--- src/rtl/pcix_rdreq_pkg.sv ---
package pcix_rdreq_pkg;
  localparam int TAG_COUNT = 2;
  typedef logic [0:0] tag_t;
  typedef struct packed {
    logic ns;
    logic ro;
  } attr_t;
endpackage

--- src/rtl/rdreq_splitter.sv ---
module rdreq_splitter
  import pcix_rdreq_pkg::*;
#(
  parameter int ADDR_W = 64,
  parameter int LEN_W  = 10,
  parameter int PAGE_W = 12
) (
  input  logic                 clk,
  input  logic                 rst_n,
  input  logic                 in_valid,
  output logic                 in_ready,
  input  logic [ADDR_W-1:0]    in_addr,
  input  logic [LEN_W-1:0]     in_len,
  input  attr_t                in_attr,
  output logic                 piece_valid,
  input  logic                 piece_take,
  output logic [ADDR_W-1:0]    piece_addr,
  output logic [LEN_W+2:0]     piece_bcount,
  output attr_t                piece_attr,
  output logic                 piece_last
);
  localparam int BC_W = LEN_W + 3;
  localparam int PW1  = PAGE_W + 1;

  // DWord length to bytes; a zero length field stands for the largest size
  function automatic logic [BC_W-1:0] dw_to_bytes(input logic [LEN_W-1:0] len);
    if (len == '0) return BC_W'(1) << (LEN_W + 2);
    return {1'b0, len, 2'b00};
  endfunction

  // bytes left before the next page boundary
  function automatic logic [BC_W-1:0] page_room(input logic [ADDR_W-1:0] a);
    logic [PW1-1:0] r;
    r = (PW1'(1) << PAGE_W) - {1'b0, a[PAGE_W-1:0]};
    return BC_W'(r);
  endfunction

  function automatic logic [BC_W-1:0] min_bytes(input logic [BC_W-1:0] x,
                                                input logic [BC_W-1:0] y);
    return (x < y) ? x : y;
  endfunction

  logic              busy;
  logic [ADDR_W-1:0] cur_addr;
  logic [BC_W-1:0]   rem_bytes;
  attr_t             cur_attr;
  logic [BC_W-1:0]   this_piece;
  logic              accept;

  assign this_piece   = min_bytes(rem_bytes, page_room(cur_addr));
  assign accept       = in_valid && in_ready;
  assign in_ready     = !busy;
  assign piece_valid  = busy;
  assign piece_addr   = cur_addr;
  assign piece_bcount = this_piece;
  assign piece_attr   = cur_attr;
  assign piece_last   = (rem_bytes == this_piece);

  always_ff @(posedge clk) begin
    if (!rst_n) begin
      busy      <= 1'b0;
      cur_addr  <= '0;
      rem_bytes <= '0;
      cur_attr  <= '0;
    end else if (accept) begin
      busy      <= 1'b1;
      cur_addr  <= in_addr;
      rem_bytes <= dw_to_bytes(in_len);
      cur_attr  <= in_attr;
    end else if (piece_valid && piece_take) begin
      if (piece_last) busy <= 1'b0;
      cur_addr  <= cur_addr + ADDR_W'(this_piece);
      rem_bytes <= rem_bytes - this_piece;
    end
  end

  // a piece never extends past the end of its page
  assert_piece_in_page_R2: assert property (@(posedge clk) disable iff (!rst_n)
    piece_valid |-> ((PAGE_W+2)'(piece_addr[PAGE_W-1:0]) + (PAGE_W+2)'(piece_bcount))
                    <= ((PAGE_W+2)'(1) << PAGE_W));

  // every piece carries some bytes
  assert_piece_nonzero_R1: assert property (@(posedge clk) disable iff (!rst_n)
    piece_valid |-> piece_bcount != '0);

  // the follow-on piece comes next and starts on a boundary
  assert_second_at_boundary_R2: assert property (@(posedge clk) disable iff (!rst_n)
    (piece_valid && piece_take && !piece_last) |=>
      (piece_valid && piece_addr[PAGE_W-1:0] == '0));
endmodule

--- src/rtl/rdreq_tag_pool.sv ---
module rdreq_tag_pool
  import pcix_rdreq_pkg::*;
(
  input  logic clk,
  input  logic rst_n,
  input  logic want,
  input  logic take,
  input  logic rel_valid,
  input  tag_t rel_tag,
  input  logic rel_final,
  output logic avail,
  output tag_t tag
);
  logic [TAG_COUNT-1:0] free_q;
  logic                 held_valid;
  tag_t                 held_tag;
  tag_t                 lowest_free;
  logic                 issue_fire;
  logic                 release_fire;

  assign lowest_free  = free_q[0] ? tag_t'(0) : tag_t'(1);
  assign avail        = held_valid || (free_q != '0);
  assign tag          = held_valid ? held_tag : lowest_free;
  assign issue_fire   = want && avail && take;
  assign release_fire = rel_valid && rel_final;

  for (genvar g = 0; g < TAG_COUNT; g++) begin : g_slot
    always_ff @(posedge clk) begin
      if (!rst_n)
        free_q[g] <= 1'b1;
      else if (issue_fire && tag == tag_t'(g))
        free_q[g] <= 1'b0;
      else if (release_fire && rel_tag == tag_t'(g))
        free_q[g] <= 1'b1;
    end
  end

  // keep the offered tag fixed while the offer waits
  always_ff @(posedge clk) begin
    if (!rst_n) begin
      held_valid <= 1'b0;
      held_tag   <= '0;
    end else begin
      held_valid <= want && avail && !take;
      held_tag   <= tag;
    end
  end

  // an issued tag was free at issue time
  assert_issue_free_R3: assert property (@(posedge clk) disable iff (!rst_n)
    issue_fire |-> free_q[tag]);

  // a fresh offer picks tag 0 whenever tag 0 is free
  assert_lowest_first_R4: assert property (@(posedge clk) disable iff (!rst_n)
    (issue_fire && !held_valid && free_q[0]) |-> tag == tag_t'(0));

  // a non-final completion releases nothing
  assert_nonfinal_keeps_R5: assert property (@(posedge clk) disable iff (!rst_n)
    (rel_valid && !rel_final && !issue_fire) |=> $stable(free_q));
endmodule

--- src/rtl/pcix_rdreq_gen.sv ---
module pcix_rdreq_gen
  import pcix_rdreq_pkg::*;
#(
  parameter int ADDR_W = 64,
  parameter int LEN_W  = 10,
  parameter int PAGE_W = 12
) (
  input  logic              clk,
  input  logic              rst_n,
  input  logic              req_valid,
  output logic              req_ready,
  input  logic [ADDR_W-1:0] req_addr,
  input  logic [LEN_W-1:0]  req_len,
  input  logic              req_ns,
  input  logic              req_ro,
  output logic              bus_valid,
  input  logic              bus_ready,
  output logic [ADDR_W-1:0] bus_addr,
  output logic [LEN_W+2:0]  bus_bcount,
  output logic              bus_tag,
  output logic              bus_ns,
  output logic              bus_ro,
  input  logic              cpl_valid,
  input  logic              cpl_tag,
  input  logic              cpl_final
);
  logic  piece_valid;
  logic  piece_last;
  attr_t piece_attr;
  attr_t in_attr;
  logic  tag_avail;
  tag_t  tag_sel;
  logic  bus_fire;

  assign in_attr   = '{ns: req_ns, ro: req_ro};
  assign bus_valid = piece_valid && tag_avail;
  assign bus_fire  = bus_valid && bus_ready;
  assign bus_tag   = tag_sel;
  assign bus_ns    = piece_attr.ns;
  assign bus_ro    = piece_attr.ro;

  rdreq_splitter #(.ADDR_W(ADDR_W), .LEN_W(LEN_W), .PAGE_W(PAGE_W)) u_split (
    .clk(clk), .rst_n(rst_n),
    .in_valid(req_valid), .in_ready(req_ready),
    .in_addr(req_addr), .in_len(req_len), .in_attr(in_attr),
    .piece_valid(piece_valid), .piece_take(bus_fire),
    .piece_addr(bus_addr), .piece_bcount(bus_bcount),
    .piece_attr(piece_attr), .piece_last(piece_last)
  );

  rdreq_tag_pool u_tags (
    .clk(clk), .rst_n(rst_n),
    .want(piece_valid), .take(bus_fire),
    .rel_valid(cpl_valid), .rel_tag(cpl_tag), .rel_final(cpl_final),
    .avail(tag_avail), .tag(tag_sel)
  );

  // a waiting request keeps all its fields
  assert_hold_stable_R9: assert property (@(posedge clk) disable iff (!rst_n)
    (bus_valid && !bus_ready) |=>
      (bus_valid && $stable(bus_addr) && $stable(bus_bcount) &&
       $stable(bus_tag) && $stable(bus_ns) && $stable(bus_ro)));

  // no new request is taken while pieces are pending
  assert_no_accept_while_busy_R8: assert property (@(posedge clk) disable iff (!rst_n)
    (bus_valid && !(bus_fire && piece_last)) |=> !req_ready);
endmodule

--- config.mk ---
export PLATFORM = sky130hd
export DESIGN_NAME = pcix_rdreq_gen
export DESIGN_NICKNAME = d
export VERILOG_FILES = /design/src/rtl/pcix_rdreq_pkg.sv /design/src/rtl/rdreq_splitter.sv /design/src/rtl/rdreq_tag_pool.sv /design/src/rtl/pcix_rdreq_gen.sv
export SDC_FILE = /design/constraint.sdc
export NUM_CORES = 1
export LEC_CHECK = 0
export BUFFER_PORTS_ARGS = -buffer_cell sky130_fd_sc_hd__buf_2
export CAP_MARGIN = 10
export CORE_ASPECT_RATIO = 1.4
export CORE_MARGIN = 2
export CORE_UTILIZATION = 30
export CTS_CLUSTER_DIAMETER = 100
export DETAILED_ROUTE_END_ITERATION = 6
export PLACE_DENSITY = 0.5
export SLEW_MARGIN = 20
export SYNTH_ARGS = -nofsm -noshare
export SYNTH_HDL_FRONTEND = slang
export SYNTH_SLANG_ARGS = --single-unit
export TNS_END_PERCENT = 10
--- constraint.sdc ---
create_clock -name clk -period 6.25 [get_ports clk]
set_input_delay 0.625 -clock clk [delete_from_list [all_inputs] [get_ports clk]]
set_output_delay 0.625 -clock clk [all_outputs]
set_load 0.01 [all_outputs]
==> out/qor.csv <==
stage;metric;value;unit
clocking;CTS tree;yes;
global_route;vias in the first global route;6626;
synth;#FFs+latches synth;84;
floorplanning;I/O Pins;165;
synth;Syn Nets;964;
worst_setup_path;Levels on crit path;22;
placement;pre-CTS setup slack;150;ps
sta;period utilization;0.928;
sta;clk_skew;9.70;ps
global_route;gr usage total;0.201;
floorplanning;total core area;0.0206;mm2
synth;Cell Area, Synth;0.00630;mm2
drt;Vias;6905;
sta;RSZ-0062 raised after global routing;false;
drt;detailed-route wire length per cell;18.1;um
synth;post-synth top area share;0.267;
worst_setup_path;Crit Path Max Fanout;9;
global_route;grt ovf;0;
clocking;worst-case clock buffer depth;2;
worst_setup_path;Worst Setup Path Type;register to register;
sta;setup violators final;0;
floorplanning;die height;176;um
drt;initial DRC count;379;
worst_setup_path;CP top delay family;simple AND/OR/NAND/NOR gates;
layout;ant diodes;0;
layout;post-route cell area;0.00783;mm2
drt;via density per instance;5.49;
drt;DR pass1 iterations;5;
synth;Primary FF master, synth;dfxtp_1;
clocking;Sink Count;84;
placement;area of placed instances;0.00747;mm2
worst_hold_path;Worst Hold Class;register to register;
drt;Antenna Violating Nets Remaining;0;
synth;syn_area_per_cell;7.49;um2
global_route;initial antenna violation count;0;
worst_setup_path;capture point of the worst reg-to-reg path;u_split.piece_addr[51]$_SDFFE_PN0P_;
clocking;Clock transition at path regs;70;ps
job;max-cap viol count;0;
worst_setup_path;Startpoint Class;register;
sta;crit path time final;5800;ps
layout;ratio of cells with drive above 1 in the final layout;0.236;
worst_setup_path;Critical Path Sink;u_split.piece_addr[51]$_SDFFE_PN0P_;
global_route;first-pass GRT wire length;35600;um
worst_setup_path;Req. time, crit path;6520;ps
worst_setup_path;Reg2Reg Setup Slack;450;ps
synth;yosys warns;0;
global_route;pin count of the biggest net entering global routing;55;
sta;Hold Vio Cnt, Final;0;
worst_setup_path;cell depth of the worst flop-to-flop path;22;
layout;Layout Nets;1118;
drt;WL final;22800;um
worst_setup_path;critical path endpoint category;register;
synth;sequential area share after synthesis;0.267;
synth;Synth Instances;842;
clocking;H-tree Lvls;3;
worst_setup_path;CP Cell Sequence;inv_1, ha_1, nor3b_4, nand3b_1, or3_4, ha_1, and4_1, nand4_1, a21o_1, a21oi_1, a221oi_4, buf_6, mux2_2, ha_1, inv_1, or3_1, a211oi_2, o21ai_2, a211oi_4, nand3_1, or4_1, a31oi_1;
floorplanning;die width;127;um
worst_setup_path;most used cell, CP;ha_1;
drt;DRC viols;0;
sta;Worst Tran Pin Value;921;ps
synth;Synth area leaders;dfxtp_1 (27%), ha_1 (7.3%), nand2_1 (6.4%);
worst_setup_path;Worst Path Arrival;6070;ps
power;Static Leak;3.36;nW
clocking;cts hold-fix bufs;0;
floorplanning;die area;0.0222;mm2
sta;Slew Limit Fails;0;
synth;EDFF count, synth;0;
placement;RePlAce Congestion;0.807;
sta;Setup TNS;0;ps
synth;Synth area leader;dfxtp_1;
worst_setup_path;Slowest-stage cell, CP;a221oi_4;
sta;Fmax;172;MHz
power;VDD IR-drop max;0.127;mV
placement;Post-DP HPWL;16700;um
floorplanning;Initial Util;0.307;
worst_setup_path;Buf+Inv Stages, Crit Path;3;
floorplanning;Std-Cell Rows;62;
power;power per cell area;266;mW/mm2
placement;port bufs;164;
sta;final setup margin;450;ps
worst_setup_path;Reg-to-Reg Start;u_split.piece_addr[0]$_SDFFE_PN0P_;
layout;area grow syn2layout;24.3;%
synth;Synth cell types;77;
sta;Slew HR;0.385;
worst_setup_path;Worst Setup SP;u_split.piece_addr[0]$_SDFFE_PN0P_;
clocking;worst-skew pair later-pin latency;350;ps
status;status;finished, final reports clean;
clocking;CTS buffer count;9;
power;total power;2.08;mW
worst_setup_path;max incr delay on CP;450;ps
synth;Synth async-reset ratio;0;
clocking;clk root buf;clkbuf_16;
[state kept, by name, summed over array words and instances, names as in the netlist]
signal,count
u_tags.held_valid,1
u_tags.free_q,2
u_split.rem_bytes,13
u_split.piece_addr,64
u_tags.held_tag,1
u_split.piece_attr,2
u_split.piece_valid,1
[worst min-delay path by stage]
| stage | slack, ps | cells past startpoint | startpoint | to |
|---|---|---|---|---|
| 2_1_floorplan | 460 | 2 | u_tags.free_q[0]$_SDFFE_PN1P_ | u_tags.free_q[0]$_SDFFE_PN1P_ |
| 3_3_place_gp | 440 | 2 | u_split.piece_attr[1]$_SDFFE_PN0P_ | u_split.piece_attr[1]$_SDFFE_PN0P_ |
| 3_5_place_dp | 450 | 2 | u_split.piece_attr[0]$_SDFFE_PN0P_ | u_split.piece_attr[0]$_SDFFE_PN0P_ |
| 4_1_cts | 460 | 2 | u_split.piece_attr[0]$_SDFFE_PN0P_ | u_split.piece_attr[0]$_SDFFE_PN0P_ |
| 5_1_grt | 480 | 2 | u_split.piece_attr[0]$_SDFFE_PN0P_ | u_split.piece_attr[0]$_SDFFE_PN0P_ |
| 6_report | 450 | 2 | u_split.piece_attr[0]$_SDFFE_PN0P_ | u_split.piece_attr[0]$_SDFFE_PN0P_ |
[cell usage in the layout, fill, tap and decap left out, types with 28 or more instances in the layout]
cell type and n:
inv_1 42, ha_1 37, o21ai_0 43, buf_2 165, a21oi_1 65, nand3_1 28
nand2_1 107, dfxtp_1 84, a31oi_1 36, nor2_1 47
[power by group]
group | switching, mW | internal (mW)
Clock | 0.253 | 0.324
Sequential | 0.0590 | 0.577
Combinational | 0.498 | 0.370
Total | 0.810 | 1.27
[cell families (layout without fill, tap and decap cells)]
| family | Yosys count | in the layout | synth area share |
|---|---|---|---|
| adders and majority gates | 39 | 39 | 0.0798 |
| DFF | 84 | 84 | 0.267 |
| buffers and inverters | 94 | 253 | 0.0572 |
| and+or+nand+nor | 319 | 319 | 0.255 |
| xor gates and xnor gates | 28 | 28 | 0.0413 |
| AOI/OAI and AO/OA | 271 | 271 | 0.288 |
| muxes | 7 | 7 | 0.0115 |
[worst register-to-register path: stages, from the launching register on]
cell and delay [ps]:
dfxtp_1 380, inv_1 130, ha_1 190, nor3b_4 270
nand3b_1 190, or3_4 420, ha_1 290, and4_1 270
nand4_1 130, a21o_1 120, a21oi_1 90, a221oi_4 450
buf_6 210, mux2_2 370, ha_1 340, inv_1 70
or3_1 380, a211oi_2 230, o21ai_2 130, a211oi_4 340
nand3_1 140, or4_1 420, a31oi_1 180
[layout make-up]
cell class / instances / area (um2)
fillers: 2235 / 12700
well taps: 256 / 320
clock buffers: 10 / 239
multi-input cells: 664 / 4300
flip-flops and latches: 84 / 1680
clock inverters: 6 / 70.1
repair buffers: 194 / 1060
inverters: 43 / 161
[cells in the mapped netlist (21+ instances only)]
master / number
and3_1: 21
nor2_1: 48
clkbuf_1: 43
a21oi_1: 66
a31oi_1: 36
dfxtp_1: 84
ha_1: 37
nand3_1: 28
inv_1: 43
o21ai_0: 45
nand2_1: 108
[routing by layer]
layer | track usage | share of wire | vias up
met3 | 0.0320 | 0.041 | 26
met5 | 0 | 0 | -
li1 | - | - | 3436
met1 | 0.247 | 0.43 | 3248
met4 | 0.0568 | 0.019 | 0
met2 | 0.358 | 0.51 | 195
[through the flow]
| step | instances | hold slack [ps] | util |
|---|---|---|---|
| 2_1_floorplan | 842 | 461 | - |
| 3_3_place_gp | 1236 | 444 | 0.363 |
| 3_5_place_dp | 1236 | 448 | 0.363 |
| 4_1_cts | 1252 | 458 | 0.378 |
| 5_1_grt | 1257 | 477 | 0.381 |
| 6_report | 1257 | 453 | 0.381 |
[repair_timing]
action                                  in CTS  in global routing
resized for setup                            0                  7
setup buffers                                0                  4
endpoints found under the setup margin       0                 52
Note: power is estimated with default switching activity, not from simulation.
